File: src/rtl/sdram_seq_pkg.sv
// Shared widths, command codes and controller phases for the SDRAM sequencer.
package sdram_seq_pkg;
    localparam int BA_W  = 2;
    localparam int ROW_W = 12;
    localparam int COL_W = 8;
    localparam int DQ_W  = 16;
    localparam int BE_W  = DQ_W / 8;
    localparam int MAX_CL = 3;

    // {ras_n, cas_n, we_n} with chip select low
    typedef enum logic [2:0] {
        CMD_MODE = 3'b000,
        CMD_REFR = 3'b001,
        CMD_PRE  = 3'b010,
        CMD_ACT  = 3'b011,
        CMD_WR   = 3'b100,
        CMD_RD   = 3'b101,
        CMD_NOP  = 3'b111
    } sd_cmd_e;

    typedef enum logic [2:0] {
        PH_GAP, PH_PREALL, PH_REFR, PH_MODE, PH_IDLE, PH_XFER
    } phase_e;

    typedef struct packed {
        logic             we;
        logic [BA_W-1:0]  bank;
        logic [ROW_W-1:0] row;
        logic [COL_W-1:0] col;
        logic [DQ_W-1:0]  wdata;
        logic [BE_W-1:0]  be;
    } host_req_t;

    function automatic int imax(input int a, input int b);
        return (a > b) ? a : b;
    endfunction
endpackage

File: src/rtl/sdram_gap_timer.sv
// Down-counter that holds the command bus quiet between commands.
// Assumes: a load only happens once the previous count has expired.
module sdram_gap_timer #(
    parameter int W       = 8,
    parameter int RST_VAL = 0
) (
    input  logic         clk,
    input  logic         rst_n,
    input  logic         load,
    input  logic [W-1:0] load_val,
    output logic         done
);
    logic [W-1:0] cnt;

    // count down to zero, reload on request
    always_ff @(posedge clk) begin
        if (!rst_n)            cnt <= W'(RST_VAL);
        else if (load)         cnt <= load_val;
        else if (cnt != '0)    cnt <= cnt - 1'b1;
    end

    assign done = (cnt == '0);

    // a new gap never starts while one is still running
    a_r8_load_after_expiry: assert property (@(posedge clk) disable iff (!rst_n)
        load |-> done);
endmodule

File: src/rtl/sdram_refresh_timer.sv
// Raises a refresh request every PERIOD cycles; the request is held until acknowledged.
// Assumes: PERIOD is far larger than the time taken to serve a refresh.
module sdram_refresh_timer #(
    parameter int PERIOD = 1562
) (
    input  logic clk,
    input  logic rst_n,
    input  logic ack,
    output logic pend
);
    localparam int CW = $clog2(PERIOD);
    logic [CW-1:0] cnt;
    logic          tick;

    assign tick = (cnt == '0);

    // free-running interval counter
    always_ff @(posedge clk) begin
        if (!rst_n)    cnt <= CW'(PERIOD - 1);
        else if (tick) cnt <= CW'(PERIOD - 1);
        else           cnt <= cnt - 1'b1;
    end

    // sticky request flag, set on tick, cleared on acknowledge
    always_ff @(posedge clk) begin
        if (!rst_n)    pend <= 1'b0;
        else if (tick) pend <= 1'b1;
        else if (ack)  pend <= 1'b0;
    end

    // a due refresh is not dropped until it is served
    a_r9_pend_held: assert property (@(posedge clk) disable iff (!rst_n)
        (pend && !ack) |=> pend);
endmodule

File: src/rtl/sdram_rd_capture.sv
// Delays a read marker by the CAS latency and captures the data bus at that point.
// Assumes: lat is 2 or 3 and stays fixed while reads are in flight.
module sdram_rd_capture
    import sdram_seq_pkg::*;
(
    input  logic            clk,
    input  logic            rst_n,
    input  logic            issue_rd,
    input  logic [1:0]      lat,
    input  logic [DQ_W-1:0] dq_in,
    output logic            rsp_valid,
    output logic [DQ_W-1:0] rsp_rdata
);
    logic [MAX_CL:0] pipe;

    // shift the read marker one stage per cycle
    always_ff @(posedge clk) begin
        if (!rst_n) pipe <= '0;
        else        pipe <= {pipe[MAX_CL-1:0], issue_rd};
    end

    // sample the bus when the marker reaches the selected latency tap
    always_ff @(posedge clk) begin
        if (!rst_n) begin
            rsp_valid <= 1'b0;
            rsp_rdata <= '0;
        end else begin
            rsp_valid <= pipe[lat];
            if (pipe[lat]) rsp_rdata <= dq_in;
        end
    end

    // every read yields a single one-cycle response
    a_r7_single_beat: assert property (@(posedge clk) disable iff (!rst_n)
        rsp_valid |=> !rsp_valid);
endmodule

File: src/rtl/sdram_seq_ctrl.sv
// SDRAM command sequencer: power-up initialisation, closed-page single-word
// accesses with auto-precharge, and interval refresh with priority over hosts.
// Assumes: every timing parameter is at least 2 cycles, and POWERUP_CYC is the
// largest count.
module sdram_seq_ctrl
    import sdram_seq_pkg::*;
#(
    parameter int POWERUP_CYC = 20000,
    parameter int T_RCD       = 3,
    parameter int T_RP        = 3,
    parameter int T_RC        = 7,
    parameter int T_WR        = 2,
    parameter int T_MRD       = 2,
    parameter int REFI_CYC    = 1562,
    parameter int INIT_REFS   = 8
) (
    input  logic             clk,
    input  logic             rst_n,
    input  logic             cas_lat_3,
    input  logic             req_valid,
    output logic             req_ready,
    input  logic             req_write,
    input  logic [BA_W-1:0]  req_bank,
    input  logic [ROW_W-1:0] req_row,
    input  logic [COL_W-1:0] req_col,
    input  logic [DQ_W-1:0]  req_wdata,
    input  logic [BE_W-1:0]  req_be,
    output logic             rsp_valid,
    output logic [DQ_W-1:0]  rsp_rdata,
    output logic             sd_cke,
    output logic             sd_cs_n,
    output logic             sd_ras_n,
    output logic             sd_cas_n,
    output logic             sd_we_n,
    output logic [BA_W-1:0]  sd_ba,
    output logic [ROW_W-1:0] sd_addr,
    output logic [BE_W-1:0]  sd_dqm,
    output logic [DQ_W-1:0]  sd_dq_out,
    output logic             sd_dq_oe,
    input  logic [DQ_W-1:0]  sd_dq_in
);
    localparam int RD_REC  = imax(imax(1 + T_RP, MAX_CL + 1), T_RC - T_RCD);
    localparam int WR_REC  = imax(T_WR + T_RP, T_RC - T_RCD);
    localparam int GAP_MAX = imax(POWERUP_CYC, imax(T_RC, imax(RD_REC, WR_REC)));
    localparam int GAP_W   = $clog2(GAP_MAX + 1);
    localparam int IR_W    = $clog2(INIT_REFS + 1);
    localparam int A_AP    = 10;

    phase_e           phase, phase_nx, after, after_nx;
    sd_cmd_e          cmd_q, cmd_nx;
    logic [BA_W-1:0]  ba_nx;
    logic [ROW_W-1:0] addr_nx;
    logic [BE_W-1:0]  dqm_nx;
    logic [DQ_W-1:0]  dqo_nx;
    logic             oe_nx;
    logic             gap_load, gap_done;
    logic [GAP_W-1:0] gap_val;
    logic             ref_pend, ref_ack, rd_issue, accept, mode_wr;
    logic             in_init, cl3_q;
    logic [IR_W-1:0]  init_left;
    host_req_t        req_q;

    assign req_ready = (phase == PH_IDLE) && !ref_pend;
    assign sd_cke    = 1'b1;
    assign sd_cs_n   = 1'b0;
    assign {sd_ras_n, sd_cas_n, sd_we_n} = cmd_q;

    sdram_gap_timer #(.W(GAP_W), .RST_VAL(POWERUP_CYC - 1)) u_gap (
        .clk(clk), .rst_n(rst_n), .load(gap_load), .load_val(gap_val), .done(gap_done)
    );

    sdram_refresh_timer #(.PERIOD(REFI_CYC)) u_refi (
        .clk(clk), .rst_n(rst_n), .ack(ref_ack), .pend(ref_pend)
    );

    sdram_rd_capture u_cap (
        .clk(clk), .rst_n(rst_n), .issue_rd(rd_issue),
        .lat(cl3_q ? 2'd3 : 2'd2), .dq_in(sd_dq_in),
        .rsp_valid(rsp_valid), .rsp_rdata(rsp_rdata)
    );

    // choose the command for the next cycle and the gap that must follow it
    always_comb begin
        cmd_nx   = CMD_NOP;
        ba_nx    = '0;
        addr_nx  = '0;
        dqm_nx   = '0;
        dqo_nx   = '0;
        oe_nx    = 1'b0;
        phase_nx = phase;
        after_nx = after;
        gap_load = 1'b0;
        gap_val  = '0;
        ref_ack  = 1'b0;
        rd_issue = 1'b0;
        accept   = 1'b0;
        mode_wr  = 1'b0;
        unique case (phase)
            PH_GAP: begin
                if (gap_done) phase_nx = after;
            end
            PH_PREALL, PH_IDLE: begin
                if (phase == PH_PREALL || ref_pend) begin
                    cmd_nx        = CMD_PRE;
                    addr_nx[A_AP] = 1'b1;
                    gap_load      = 1'b1;
                    gap_val       = GAP_W'(T_RP - 2);
                    phase_nx      = PH_GAP;
                    after_nx      = PH_REFR;
                end else if (req_valid) begin
                    accept   = 1'b1;
                    cmd_nx   = CMD_ACT;
                    ba_nx    = req_bank;
                    addr_nx  = req_row;
                    gap_load = 1'b1;
                    gap_val  = GAP_W'(T_RCD - 2);
                    phase_nx = PH_GAP;
                    after_nx = PH_XFER;
                end
            end
            PH_REFR: begin
                cmd_nx   = CMD_REFR;
                ref_ack  = 1'b1;
                gap_load = 1'b1;
                gap_val  = GAP_W'(T_RC - 2);
                phase_nx = PH_GAP;
                if (!in_init)                   after_nx = PH_IDLE;
                else if (init_left > IR_W'(1))  after_nx = PH_REFR;
                else                            after_nx = PH_MODE;
            end
            PH_MODE: begin
                cmd_nx       = CMD_MODE;
                addr_nx[6:4] = cas_lat_3 ? 3'd3 : 3'd2;
                mode_wr      = 1'b1;
                gap_load     = 1'b1;
                gap_val      = GAP_W'(T_MRD - 2);
                phase_nx     = PH_GAP;
                after_nx     = PH_IDLE;
            end
            PH_XFER: begin
                ba_nx              = req_q.bank;
                addr_nx[COL_W-1:0] = req_q.col;
                addr_nx[A_AP]      = 1'b1;
                gap_load           = 1'b1;
                phase_nx           = PH_GAP;
                after_nx           = PH_IDLE;
                if (req_q.we) begin
                    cmd_nx  = CMD_WR;
                    dqo_nx  = req_q.wdata;
                    dqm_nx  = ~req_q.be;
                    oe_nx   = 1'b1;
                    gap_val = GAP_W'(WR_REC - 2);
                end else begin
                    cmd_nx   = CMD_RD;
                    rd_issue = 1'b1;
                    gap_val  = GAP_W'(RD_REC - 2);
                end
            end
            default: phase_nx = PH_IDLE;
        endcase
    end

    // sequencing state and registered pin drivers
    always_ff @(posedge clk) begin
        if (!rst_n) begin
            phase     <= PH_GAP;
            after     <= PH_PREALL;
            cmd_q     <= CMD_NOP;
            sd_ba     <= '0;
            sd_addr   <= '0;
            sd_dqm    <= '0;
            sd_dq_out <= '0;
            sd_dq_oe  <= 1'b0;
        end else begin
            phase     <= phase_nx;
            after     <= after_nx;
            cmd_q     <= cmd_nx;
            sd_ba     <= ba_nx;
            sd_addr   <= addr_nx;
            sd_dqm    <= dqm_nx;
            sd_dq_out <= dqo_nx;
            sd_dq_oe  <= oe_nx;
        end
    end

    // initialisation progress and the latency that was programmed
    always_ff @(posedge clk) begin
        if (!rst_n) begin
            in_init   <= 1'b1;
            init_left <= IR_W'(INIT_REFS);
            cl3_q     <= 1'b1;
        end else begin
            if (ref_ack && in_init) init_left <= init_left - 1'b1;
            if (mode_wr) begin
                in_init <= 1'b0;
                cl3_q   <= cas_lat_3;
            end
        end
    end

    // hold the accepted request for the column command
    always_ff @(posedge clk) begin
        if (!rst_n)      req_q <= '0;
        else if (accept) req_q <= '{we: req_write, bank: req_bank, row: req_row,
                                    col: req_col, wdata: req_wdata, be: req_be};
    end

    // no host traffic is taken while initialisation runs
    a_r1_init_not_ready: assert property (@(posedge clk) disable iff (!rst_n)
        in_init |-> !req_ready);
    // a handshake opens the requested bank in the next cycle
    a_r10_accept_opens: assert property (@(posedge clk) disable iff (!rst_n)
        (req_valid && req_ready) |=> (cmd_q == CMD_ACT && sd_ba == $past(req_bank)));
    // the row-to-column delay is never collapsed
    a_r5_act_then_quiet: assert property (@(posedge clk) disable iff (!rst_n)
        (cmd_q == CMD_ACT) |=> (cmd_q == CMD_NOP));
    // the data bus is driven only with a write command
    a_r6_oe_with_write: assert property (@(posedge clk) disable iff (!rst_n)
        sd_dq_oe |-> (cmd_q == CMD_WR));
    // a refresh is followed by a quiet cycle
    a_r9_refresh_quiet: assert property (@(posedge clk) disable iff (!rst_n)
        (cmd_q == CMD_REFR) |=> (cmd_q == CMD_NOP));
endmodule

File: config.mk
export PLATFORM = sky130hd
export DESIGN_NAME = sdram_seq_ctrl
export DESIGN_NICKNAME = d
export VERILOG_FILES = /design/src/rtl/sdram_seq_pkg.sv /design/src/rtl/sdram_gap_timer.sv /design/src/rtl/sdram_refresh_timer.sv /design/src/rtl/sdram_rd_capture.sv /design/src/rtl/sdram_seq_ctrl.sv
export SDC_FILE = /design/constraint.sdc
export NUM_CORES = 1
export LEC_CHECK = 0
export ABC_AREA = 1
export BUFFER_PORTS_ARGS = -buffer_cell sky130_fd_sc_hd__buf_2
export CORE_ASPECT_RATIO = 0.7
export CORE_UTILIZATION = 50
export DETAILED_ROUTE_END_ITERATION = 12
export GPL_TIMING_DRIVEN = 1
export PLACE_DENSITY = 0.73
export SLEW_MARGIN = 30
export SYNTH_ARGS = -nofsm -noshare
export SYNTH_HDL_FRONTEND = slang
export SYNTH_HIERARCHICAL = 1
export SYNTH_SLANG_ARGS = --single-unit
File: constraint.sdc
create_clock -name clk -period 2.3 [get_ports clk]
set_clock_uncertainty 0.15 [all_clocks]
set_input_delay 0.345 -clock clk [delete_from_list [all_inputs] [get_ports clk]]
set_output_delay 0.345 -clock clk [all_outputs]
set_load 0.02 [all_outputs]
# ---- Word-level counts from Yosys, hierarchy flattened
# Cells that the tools add are included.
dict set report word_totals {
  mem_bits_ro 0
  latchBits 0
  wordCells 104
  mem_bits_rw 0
  register_bits 125
  in_bits 61
  mem_count 0
}
dict set report classes {
  div_mod_pow 0
  n_addsub 3
  reduce_logical 20
  n_eq_ne 7
  n_mux 44
  n_bitwise 4
  n_shift 0
  mul 0
  magnitude_cmp 2
}
# cell count
set ops {}
lappend ops {{$pmux 3 s3} 4}
lappend ops {{$mux 15} 2}
lappend ops {{$mux 3} 8}
lappend ops {{$mux 1} 19}
lappend ops {{$logic_not 15->1} 1}
lappend ops {{$reduce_bool 15->1} 1}
lappend ops {{$sub 15x1->15 const B} 1}
lappend ops {{$pmux 3 s4} 1}
lappend ops {{$logic_not 11->1} 1}
lappend ops {{$mux 11} 1}
lappend ops {{$sub 11x1->11 const B} 1}
lappend ops {{$mux 8} 1}
lappend ops {{$pmux 4 s2} 1}
lappend ops {{$eq 3x2->1 const B} 2}
lappend ops {{$eq 3x3->1 const B} 2}
lappend ops {{$pmux 1 s2} 3}
lappend ops {{$reduce_and 2->1} 3}
lappend ops {{$reduce_or 2->1} 3}
lappend ops {{$gt 4x1->1 const B} 1}
lappend ops {{$mux 2} 2}
lappend ops {{$pmux 2 s2} 1}
lappend ops {{$reduce_bool 2->1} 2}
lappend ops {{$reduce_or 4->1} 1}
lappend ops {{$sub 4x1->4 const B} 1}
lappend ops {{14 further kinds} 17}

# ---- Depth between registers and ports, before layout
# Gate-level depths: netlist of run 1.
dict set report logic_depth {
  word_depth 5
  mapped_depth 10
  mapped_depth_nobuf 10
}

# ---- By module
# Netlist of run 1, hierarchy kept.
# module cells_each seq_area_each_um2 n_inst area_per_inst_um2
set modules_own_cells {}
lappend modules_own_cells {sdram_seq_ctrl 337 1541.5 1 2731.4}
lappend modules_own_cells {sdram_gap_timer 143 300.3 1 955.9}
lappend modules_own_cells {sdram_rd_capture 125 420.4 1 853.3}
lappend modules_own_cells {sdram_refresh_timer 89 240.2 1 615.6}

# ---- Worst setup path after synthesis of run 1
# Ideal clock, no wire load.
dict set report synth_path {
  path_kind {register to register}
  start {register phase[2]}
  end {register u_gap.cnt[4]}
  path_stages_with_launch 11
  setup_slack_ns 0.483
  path_buffers 1
  setup_ns 0.120
  arrival_ns 1.547
  cell_sequence {dfxtp_1 inv_2 nand3_1 nand3_1 nand2_1 nand2_1 inv_1 buf_6 nand3_1 o211ai_1 nand2_1}
}
dict set report synth_between {
  elab_chain_cells 5
}
# element line_no
set synth_lines {}
lappend synth_lines {{start: declaration} sdram_seq_ctrl.sv:49} ;# phase_e phase, phase_nx, after, after_nx;
lappend synth_lines {{start signal: assignment} sdram_seq_ctrl.sv:175} ;# phase <= phase_nx;
lappend synth_lines {{$eq 3x1->1} {sdram_seq_ctrl.sv:98, sdram_seq_ctrl.sv:103}}
lappend synth_lines {{$logic_or 1x1->1} sdram_seq_ctrl.sv:103} ;# if (phase == PH_PREALL || ref_pend) begin
lappend synth_lines {{$mux 1} sdram_seq_ctrl.sv:103}
lappend synth_lines {{$pmux 1 s2 *} sdram_seq_ctrl.sv:98} ;# unique case (phase)
lappend synth_lines {{net gap_load} sdram_seq_ctrl.sv:56} ;# logic gap_load, gap_done;
lappend synth_lines {{$mux 15 / $reduce_bool 2->1 (equally long branches)} -}
lappend synth_lines {{end signal: assignment} sdram_gap_timer.sv:17} ;# if (!rst_n) cnt <= W'(RST_VAL);
lappend synth_lines {{end signal: assignment} sdram_gap_timer.sv:18} ;# else if (load) cnt <= load_val;
lappend synth_lines {{end signal: assignment} sdram_gap_timer.sv:19} ;# else if (cnt != '0) cnt <= cnt - 1'b1;
lappend synth_lines {{end: declaration} sdram_gap_timer.sv:13} ;# logic [W-1:0] cnt;
# The timed path passes the listed nets; every way through them passes the cells marked *.
# A chain may end at the register's enable or synchronous reset.

# ---- Worst setup path in the final report of run 1
dict set report layout_path {
  start {register phase[2]}
  end {register u_gap.cnt[12]}
}
# Same word-level chain as after synthesis.

==> reports/results.txt, run 1 <==
outcome: finished with violations
failing checks: negative hold slack
GR Layer Usage met3: 6.15%
initial antenna violation count: 0
post-route cell area: 0.00651 sq mm
crit path launch type: register
met2 Use GR: 35.7%
share of layout cells above drive strength 1: 23.3%
RSZ-0062 raised after global routing: false
most common library cells after synthesis: nand2_1, dfxtp_1, nor2_1
largest net degree at the start of global routing: 34
crit share post-route: 92.9%
syn avg cell area: 7.43 sq um
Post-Syn Area: 0.00516 sq mm
final global-route overflow total: 0
Critical R2R Launch: phase[2]$_SDFFE_PN0P_
Setup Crit Path Kind: reg2reg
Crit path top cell by count: nand2_1
Hold Path End: u_cap/rsp_rdata[15]$_SDFFE_PN0P_
vias in the first global route: 4295
first-pass GRT wire length: 19.8 mm
clk sinks: 125
die width: 123 um
Yosys warning count: 6
Min-Delay Path Class: in2reg
Hold Vio Cnt, Final: 3
Synth-to-Final Area Change: 26.2%
Least-Margin Pin Slew: 0.570 ns
Pre-Repair DR Iteration Count: 5
CP Data Arrival Time: 2.32 ns
CORE AREA: 0.00987 sq mm
root buffer cell: clkbuf_16
overall routed net length: 12.5 mm
die area: 0.0107 sq mm
initial DRC count: 333
nets@finish: 897
met1 usage: 33.7%
remaining antenna violation count: 0
later-pin clock latency in the skew report: 0.42 ns
row cnt: 30
CP Max Fanout: 10
Die H: 87.0 um
final setup TNS: 0 ns
drt drc: 0
crit path buf inv count: 4
Crit path required time: 2.48 ns
Cell variety after synth: 36
layer with the highest usage: met2
hpwl dp: 8.99 mm
slew margin rel.: 61.8%
Primary FF master, synth: dfxtp_1
worst-case clock buffer depth: 2
Final setup viols: 0
pwr dens: 797 mW/mm^2
final slew viol count: 0
hold path cells: 3
Layout fillers: 850
P_leak: 0.00314 uW
CTS buffer count: 17
Max Cap Violations: 0
crit-path leading delay family: simple AND/OR/NAND/NOR gates
top-count cell post-synth: nand2_1
# Post-CTS Setup Buffers: 0
hold slack: -0.000694 ns
via count: 4763
clock-pin slew on the worst setup and hold paths: 0.06 ns
Placer Congestion: 0.963
worst vdd ir: 527 uV
area leader, netlist: dfxtp_1
largest cells by area after synthesis: dfxtp_1, nand2_1, nor2_1, inv_1, a21oi_1
Worst R2R Setup Slack: 0.16 ns
CTS H-tree lvls: 4
CP max stage cell: dfxtp_2
Synth top area share: 48.5%
Seq/Total Area, Yosys: 48.5%
dpl cell area: 0.00587 sq mm
cell count after synthesis: 694
Via density: 4.90
Crit. End Element: register
EDFF count, synth: 0
IO Count: 117
CP Cell Sequence: inv_2 -> nand3_1 -> nand3_1 -> nand2_1 -> nand2_1 -> inv_1 -> buf_4 -> nand2_4 -> inv_2 -> nand2_1 -> a21oi_1
CTS tree: yes
post-synthesis async set-or-reset flop share: 0%
mean routed wirelength per cell: 12.9 um
I/O Buffers: 114
R2R depth: 11
Tmin final: 2.14 ns
Initial Utilization: 52.2%
#FFs+latches synth: 125
Slowest Stage Delay on Critical Path: 0.40 ns
f_max: 0.468 GHz
Min-Delay Startpoint: sd_dq_in[15]
Antenna diodes: 0
Worst R2R End: u_gap/cnt[12]$_SDFFE_PN0P_
GRT Overall Usage: 24.3%
## cells by family after synthesis
family	count (synthesis)	share of synthesized area (%)
and+or+nand+nor	343	29.4
DFF	125	48.5
buffers and inverters	113	9.27
AOI/OAI and AO/OA	100	10.4
xor gates and xnor gates	6	1.02
adders and majority gates	5	1.21
other	2	0.146
## routing by layer
layer	part of all wire [%]	up-vias	wire, um
li1	-	2433	-
met4	1.4	0	176
met2	43	174	5320
met3	8.0	20	1010
met5	0	-	0
met1	48	2136	6020
## cell type report
class	instances	area, sq um	area share [%]
Timing Repair Buffer	127	678	10.4
Tap cell	128	160	2.46
Inverter	90	338	5.19
Sequential cell	125	2500	38.5
Clock buffer	17	425	6.54
Multi-Input combinational cell	470	2230	34.2
Clock inverter	15	173	2.65
## cell usage in the layout (no fill, tap or decap), types with 7 or more instances in the layout
master     instances
nand2_1          154
o21ai_0           28
a21oi_1           54
nor2_1           118
o21ai_1            7
buf_2            114
conb_1            16
o211ai_1           7
inv_2             11
buf_4              9
nand3_1           32
inv_1             79
clkbuf_16         17
inv_6              8
dfxtp_1          123
## through the flow
stage | total power, uW | hold slack [ns] | setup WS (ns) | instances | utilization [%]
2_1_floorplan | 2420 | 0.228 | 0.483 | 708 | -
5_1_grt | 5340 | 0.0191 | 0.00694 | 972 | 65.9
4_1_cts | 5210 | 0.00156 | 0.126 | 972 | 65.9
6_report | 5180 | -0.000694 | 0.163 | 972 | 65.9
3_3_place_gp | 2510 | 0.241 | 0.326 | 936 | 59.4
3_5_place_dp | 2520 | 0.247 | 0.168 | 936 | 59.4
## worst min-delay path: cells and delay by family
kind	cells	cell delay [ns]
buffers and inverters	1	0.08
AND/OR/NAND/NOR	2	0.11
## flip-flops by register name (all words and copies together) (netlist names), 4 cells and up
signal / cells
init_left: 4
req_q: 29
sd_addr: 12
sd_dq_out: 16
u_cap/pipe: 4
u_cap/rsp_rdata: 16
u_gap/cnt: 15
u_refi/cnt: 11
## report_power, final
group / total, uW / switching [uW] / internal, uW
sequential: 2220 / 21.6 / 2200
clock: 2700 / 1070 / 1630
combinational: 261 / 159 / 102
## worst max path at each step
stage                           from  cells past startpoint                         end  slack [ns]
6_report       phase[2]$_SDFFE_PN0P_                     11  u_gap/cnt[12]$_SDFFE_PN0P_        0.16
2_1_floorplan  phase[2]$_SDFFE_PN0P_                     10   u_gap/cnt[4]$_SDFFE_PN1P_        0.48
3_5_place_dp   phase[2]$_SDFFE_PN0P_                     11  u_gap/cnt[12]$_SDFFE_PN0P_        0.17
4_1_cts        phase[2]$_SDFFE_PN0P_                     11  u_gap/cnt[12]$_SDFFE_PN0P_        0.13
3_3_place_gp   phase[2]$_SDFFE_PN0P_                     11  u_gap/cnt[12]$_SDFFE_PN0P_        0.33
5_1_grt        phase[2]$_SDFFE_PN0P_                     11   u_gap/cnt[8]$_SDFFE_PN0P_       0.007
## what timing repair did
action / 4_1_cts / 5_1_grt
endpoints found under the hold margin: 4 / 0
hold buffers: 4 / 0
setup endpoints to repair: 0 / 8
gates resized for setup: 0 / 2
Power figures use the tool's default switching activity.
==> run 2, diff against run 1 <==
- ABC_AREA: 1 -> 0
==> reports/results.txt, run 2 <==
outcome: completed (was finished with violations)
P_leak: 0.00266 uW (was 0.00314 uW)
Die H: 86.7 um (was 87.0 um)
I/O Buffers: 114 (unchanged)
Hold Vio Cnt, Final: 0 (was 3)
Synth top area share: 48.9% (was 48.5%)
hpwl dp: 7.94 mm (was 8.99 mm)
remaining antenna violation count: 0 (unchanged)
commonest non-fill, non-tap cell in the layout: dfxtp_1 (was nand2_1)
Initial Utilization: 52.1% (was 52.2%)
Min-Delay Path Class: in2reg (unchanged)
slew margin rel.: 64.8% (was 61.8%)
CORE AREA: 0.00983 sq mm (was 0.00987 sq mm)
die width: 123 um (about the same)
Via density: 5.29 (was 4.90)
f_max: 0.444 GHz (was 0.468 GHz)
share of layout cells above drive strength 1: 26.3% (was 23.3%)
crit share post-route: 97.9% (was 92.9%)
Switch Pwr: 1070 uW (was 1250 uW)
dpl cell area: 0.00585 sq mm (was 0.00587 sq mm)
CTS tree: yes (unchanged)
first-pass GRT wire length: 18.9 mm (was 19.8 mm)
row cnt: 30 (unchanged)
# Post-CTS Setup Buffers: 0 (unchanged)
GRT Overall Usage: 22.9% (was 24.3%)
most frequent cells in the layout: dfxtp_1, buf_2, nand2_1, nor2_1, and2_1 (was nand2_1, dfxtp_1, nor2_1, buf_2, inv_1)
final global-route overflow total: 0 (unchanged)
largest cells by area after synthesis: dfxtp_1, nand2_1, mux2i_1, a21boi_0, and2_1 (was dfxtp_1, nand2_1, nor2_1, inv_1, a21oi_1)
Max Cap Violations: 0 (unchanged)
CP Max Fanout: 3 (was 10)
Primary FF master, synth: dfxtp_1 (unchanged)
Hold Path End: sd_addr[8]$_SDFF_PP0_ (was u_cap/rsp_rdata[15]$_SDFFE_PN0P_)
clk sinks: 125 (unchanged)
final core occ: 66.1% (was 65.9%)
cell count after synthesis: 552 (was 694)
R2R depth: 6 (was 11)
most common library cells after synthesis: dfxtp_1, nand2_1, and2_1, nor2_1 (was nand2_1, dfxtp_1, nor2_1)
mean routed wirelength per cell: 14.1 um (was 12.9 um)
Crit. End Element: register (unchanged)
crit path launch type: register (unchanged)
#FFs+latches synth: 125 (unchanged)
post-synthesis async set-or-reset flop share: 0% (unchanged)
worst vdd ir: 682 uV (was 527 uV)
Antenna diodes: 0 (unchanged)
Final setup viols: 0 (unchanged)
vias in the first global route: 4062 (was 4295)
post-route cell area: 0.00650 sq mm (was 0.00651 sq mm)
Worst R2R Setup Slack: 0.05 ns (was 0.16 ns)
Tmin final: 2.25 ns (was 2.14 ns)
initial antenna violation count: 1 (was 0)
final setup TNS: 0 ns (unchanged)
die area: 0.0107 sq mm (about the same)
hold slack: 0.0172 ns (was -0.000694 ns)
overall routed net length: 11.6 mm (was 12.5 mm)
Worst R2R End: u_gap/cnt[12]$_SDFFE_PN0P_ (unchanged)
final slew viol count: 0 (unchanged)
CTS H-tree lvls: 4 (unchanged)
CP Data Arrival Time: 2.44 ns (was 2.32 ns)
Flop pwr share: 41.9% (was 42.8%)
root buffer cell: clkbuf_16 (unchanged)
area leader, netlist: dfxtp_1 (unchanged)
Yosys warning count: 6 (unchanged)
via count: 4361 (was 4763)
P_int: 4180 uW (was 3930 uW)
max FFs per register: 29 (unchanged)
worst-case clock buffer depth: 2 (unchanged)
Least-Margin Pin Slew: 0.523 ns (was 0.570 ns)
pwr dens: 807 mW/mm^2 (was 797 mW/mm^2)
power share of the clock group: 54.8% (was 52.1%)
nets@finish: 749 (was 897)
hold path cells: 2 (was 3)
IO Count: 117 (unchanged)
CTS buffer count: 17 (unchanged)
Critical R2R Launch: u_gap/cnt[0]$_SDFFE_PN1P_ (was phase[2]$_SDFFE_PN0P_)
syn avg cell area: 9.28 sq um (was 7.43 sq um)
Sw Share: 20.4% (was 24.1%)
Comb pwr share: 3.3% (was 5.0%)
initial DRC count: 248 (was 333)
Pre-Repair DR Iteration Count: 5 (unchanged)
RSZ-0062 raised after global routing: false (unchanged)
Setup Crit Path Kind: reg2reg (unchanged)
EDFF count, synth: 0 (unchanged)
later-pin clock latency in the skew report: 0.41 ns (was 0.42 ns)
top flop regs: req_q (29), sd_dq_out (16), u_cap/rsp_rdata (16) (unchanged)
drt drc: 0 (unchanged)
Placer Congestion: 0.839 (was 0.963)
Crit path required time: 2.49 ns (was 2.48 ns)
Synth-to-Final Area Change: 27.1% (was 26.2%)
top-count cell post-synth: dfxtp_1 (was nand2_1)
Min-Delay Startpoint: req_row[8] (was sd_dq_in[15])
clock-pin slew on the worst setup and hold paths: 0.06 ns (about the same)
Post-Syn Area: 0.00512 sq mm (was 0.00516 sq mm)
Cell variety after synth: 75 (was 36)
Seq/Total Area, Yosys: 48.9% (was 48.5%)
hold bufs inserted after CTS: 0 (was 4)
largest net degree at the start of global routing: 51 (was 34)
Reg with most FFs: req_q (unchanged)
[run 2: cell count changes in the layout (fill, tap and decap cells not counted), moves of 11 or more]
cell / previous run / this run
nor2_1: 118 / 25
nor2b_1: 0 / 20
inv_1: 79 / 13
nand3_1: 32 / 8
and2_1: 1 / 25
nand2_1: 154 / 85
a21boi_0: 0 / 23
a21oi_1: 54 / 13
a21boi_1: 0 / 11
mux2i_1: 0 / 18
[run 2: final cells by class]
type | instances | area, sq um
clock inverter | 12 | 183
multi-input combinational | 393 | 2420
fill | 821 | 3330
tap | 128 | 160
sequential | 125 | 2500
timing repair buffer | 130 | 716
inverter | 16 | 60.1
clock buffer | 20 | 467
[run 2: power by group through the flow]
stage | logic [uW] | registers, uW | clock network (uW)
floorplan | 93.9 | 2240 | 0
global placement | 164 | 2240 | 0
detailed placement | 170 | 2240 | 0
CTS | 174 | 2200 | 2930
global route | 193 | 2200 | 3040
finish | 174 | 2200 | 2880
[run 2: cells by family after synthesis]
family                     share of synthesized area, %
AOI/OAI and AO/OA                                  16.0
xor gates and xnor gates                          0.855
adders and majority gates                          1.22
buffers and inverters                              4.91
DFF                                                48.9
muxes                                              4.18
other                                             0.147
and+or+nand+nor                                    23.8
[run 2: per-layer routing]
metal,vias to the layer above,GRT usage [%],part of all wire [%],routed length (um)
met4,2,6.43,0.78,91
met2,157,36.4,46,5360
met5,-,0,0.069,8
met3,13,7.17,7.4,855
li1,2171,-,-,-
met1,2018,29.9,46,5320
[run 2: worst max-delay path by stage]
stage / startpoint / endpoint / slack (ns) / depth (start not counted)
detailed placement: u_gap/cnt[0]$_SDFFE_PN1P_ / u_gap/cnt[12]$_SDFFE_PN0P_ / 0.01 / 6
global route: u_gap/cnt[0]$_SDFFE_PN1P_ / u_gap/cnt[12]$_SDFFE_PN0P_ / 0.002 / 6
global placement: u_gap/cnt[0]$_SDFFE_PN1P_ / u_gap/cnt[12]$_SDFFE_PN0P_ / 0.07 / 6
finish: u_gap/cnt[0]$_SDFFE_PN1P_ / u_gap/cnt[12]$_SDFFE_PN0P_ / 0.05 / 6
floorplan: u_gap/cnt[0]$_SDFFE_PN1P_ / u_gap/cnt[12]$_SDFFE_PN0P_ / 0.05 / 6
CTS: u_gap/cnt[0]$_SDFFE_PN1P_ / u_gap/cnt[12]$_SDFFE_PN0P_ / 0.06 / 6
[run 2: through the flow]
stage                     setup WS (ns)  power (uW)  cells
after detailed placement         0.0108        2410    792
after global placement           0.0718        2410    792
after floorplan                  0.0494        2330    565
final                            0.0485        5250    824
after global routing            0.00237        5430    824
after CTS                        0.0597        5300    824
[run 2: critical path: stages, from the launching register on]
cell     delay (ns)
dfxtp_1        0.33
inv_2          0.09
ha_2           0.18
or4b_4         0.47
or4_4          0.45
or3_1          0.36
a31oi_1        0.16
[run 2: repair_timing]
action / in CTS / in global routing
resized for setup: 2 / 1
pin swaps: 1 / 0
setup endpoints to repair: 1 / 1
==> run 3, diff against run 2 <==
- CORE_UTILIZATION: 50 -> 54
- PLACE_DENSITY: 0.73 -> 0.78
==> reports/results.txt, run 3 (synthesis results as in run 2) <==
outcome: completed (unchanged)
dpl cell area: 0.00583 sq mm (was 0.00585 sq mm)
drt drc: 0 (unchanged)
pwr dens: 819 mW/mm^2 (was 807 mW/mm^2)
nets@finish: 748 (was 749)
met1 usage: 32.2% (was 29.9%)
Initial Utilization: 56.0% (was 52.1%)
Placer Congestion: 0.861 (was 0.839)
Die H: 83.5 um (was 86.7 um)
initial antenna violation count: 0 (was 1)
f_max: 0.457 GHz (was 0.444 GHz)
overall power: 5330 uW (was 5250 uW)
CP Cell Sequence: inv_2 -> ha_1 -> or4b_4 -> or4_4 -> or3_1 -> a31oi_1 (was inv_2 -> ha_2 -> or4b_4 -> or4_4 -> or3_1 -> a31oi_1)
RSZ-0062 raised after global routing: false (unchanged)
crit path buf inv count: 1 (unchanged)
CP max stage cell: or4b_4 (unchanged)
top flop regs: req_q (29), sd_dq_out (16), u_cap/rsp_rdata (16) (unchanged)
vias in the first global route: 4081 (was 4062)
IO Count: 117 (unchanged)
slew margin rel.: 67.0% (was 64.8%)
Min-Delay Path Class: in2reg (unchanged)
Reg with most FFs: req_q (unchanged)
CP Max Fanout: 3 (unchanged)
Via density: 5.24 (was 5.29)
I/O Buffers: 114 (unchanged)
Final setup viols: 0 (unchanged)
crit share post-route: 95.2% (was 97.9%)
Post-CTS Resized: 0 (was 2)
CORE AREA: 0.00914 sq mm (was 0.00983 sq mm)
CTS H-tree lvls: 4 (unchanged)
Slowest Stage Delay on Critical Path: 0.47 ns (about the same)
clock-pin slew on the worst setup and hold paths: 0.05 ns (was 0.06 ns)
mean routed wirelength per cell: 13.8 um (was 14.1 um)
CTS buffer count: 17 (unchanged)
clk sinks: 125 (unchanged)
commonest non-fill, non-tap cell in the layout: dfxtp_1 (unchanged)
hpwl dp: 7.60 mm (was 7.94 mm)
hold bufs inserted after CTS: 0 (unchanged)
die area: 0.00988 sq mm (was 0.0107 sq mm)
final setup TNS: 0 ns (unchanged)
worst vdd ir: 576 uV (was 682 uV)
Synth-to-Final Area Change: 27.0% (was 27.1%)
initial DRC count: 275 (was 248)
share of layout cells above drive strength 1: 25.9% (was 26.3%)
Max Cap Violations: 0 (unchanged)
CTS tree: yes (unchanged)
Pre-Repair DR Iteration Count: 4 (was 5)
worst-case clock buffer depth: 2 (unchanged)
Tmin final: 2.19 ns (was 2.25 ns)
# Post-CTS Setup Buffers: 0 (unchanged)
Crit. End Element: register (unchanged)
GR Layer Usage met3: 6.22% (was 7.17%)
first-pass GRT wire length: 19.2 mm (was 18.9 mm)
Setup Crit Path Kind: reg2reg (unchanged)
GRT Overall Usage: 24.3% (was 22.9%)
fin worst setup slack: 0.110 ns (was 0.0485 ns)
CP Data Arrival Time: 2.38 ns (was 2.44 ns)
P_leak: 0.00267 uW (was 0.00266 uW)
row cnt: 29 (was 30)
remaining antenna violation count: 0 (unchanged)
largest net degree at the start of global routing: 58 (was 51)
layer with the highest usage: met2 (unchanged)
Hold Vio Cnt, Final: 0 (unchanged)
pre-CTS setup slack: 0.00886 ns (was 0.0108 ns)
Crit path required time: 2.49 ns (about the same)
final global-route overflow total: 0 (unchanged)
crit path launch type: register (unchanged)
overall routed net length: 11.3 mm (was 11.6 mm)
most frequent cells in the layout: dfxtp_1, buf_2, nand2_1, nor2_1, and2_1 (unchanged)
final slew viol count: 0 (unchanged)
later-pin clock latency in the skew report: 0.41 ns (about the same)
Least-Margin Pin Slew: 0.489 ns (was 0.523 ns)
Antenna diodes: 0 (unchanged)
Layout fillers: 721 (was 821)
crit-path leading delay family: simple AND/OR/NAND/NOR gates (unchanged)
die width: 118 um (was 123 um)
root buffer cell: clkbuf_16 (unchanged)
via count: 4293 (was 4361)
max FFs per register: 29 (unchanged)
post-route cell area: 0.00650 sq mm (about the same)
met2 Use GR: 38.4% (was 36.4%)
==> run 3: metrics by stage <==
stage	instances	util, %	hold WS, ns
floorplan	565	-	0.242
global placement	787	63.7	0.249
detailed placement	787	63.7	0.254
CTS	819	71.0	0.00936
global route	819	71.1	0.0291
finish	819	71.1	0.0198
==> run 3: cell type report <==
type	count	area [sq um]	area share [%]
tap	124	155	2.39
clock buffer	22	484	7.45
sequential	125	2500	38.5
clock inverter	10	184	2.83
timing repair buffer	129	696	10.7
multi-input combinational	393	2420	37.2
inverter	16	60.1	0.924
==> run 3: metal layers <==
layer	share of wire [%]	routed length, um
met5	0	0
met4	1.0	117
met3	5.7	638
met2	46	5140
met1	48	5390
==> run 3: worst paths after layout <==
kind	cells after the start	slack, ns	from	end
max	6	0.11	u_gap/cnt[0]$_SDFFE_PN1P_	u_gap/cnt[12]$_SDFFE_PN0P_
min	2	0.02	req_row[11]	sd_addr[11]$_SDFF_PP0_
max reg2reg	6	0.11	u_gap/cnt[0]$_SDFFE_PN1P_	u_gap/cnt[12]$_SDFFE_PN0P_
min reg2reg	1	0.26	req_q[1]$_SDFFE_PN0P_	sd_dqm[1]$_SDFF_PN0_
==> run 3: where the power goes <==
group / switching (uW) / total (uW) / leakage [uW] / internal, uW
Combinational: 81.2 / 170 / 0.00134 / 89.1
Clock: 922 / 2960 / 0.000322 / 2040
Sequential: 16.4 / 2200 / 0.00101 / 2180
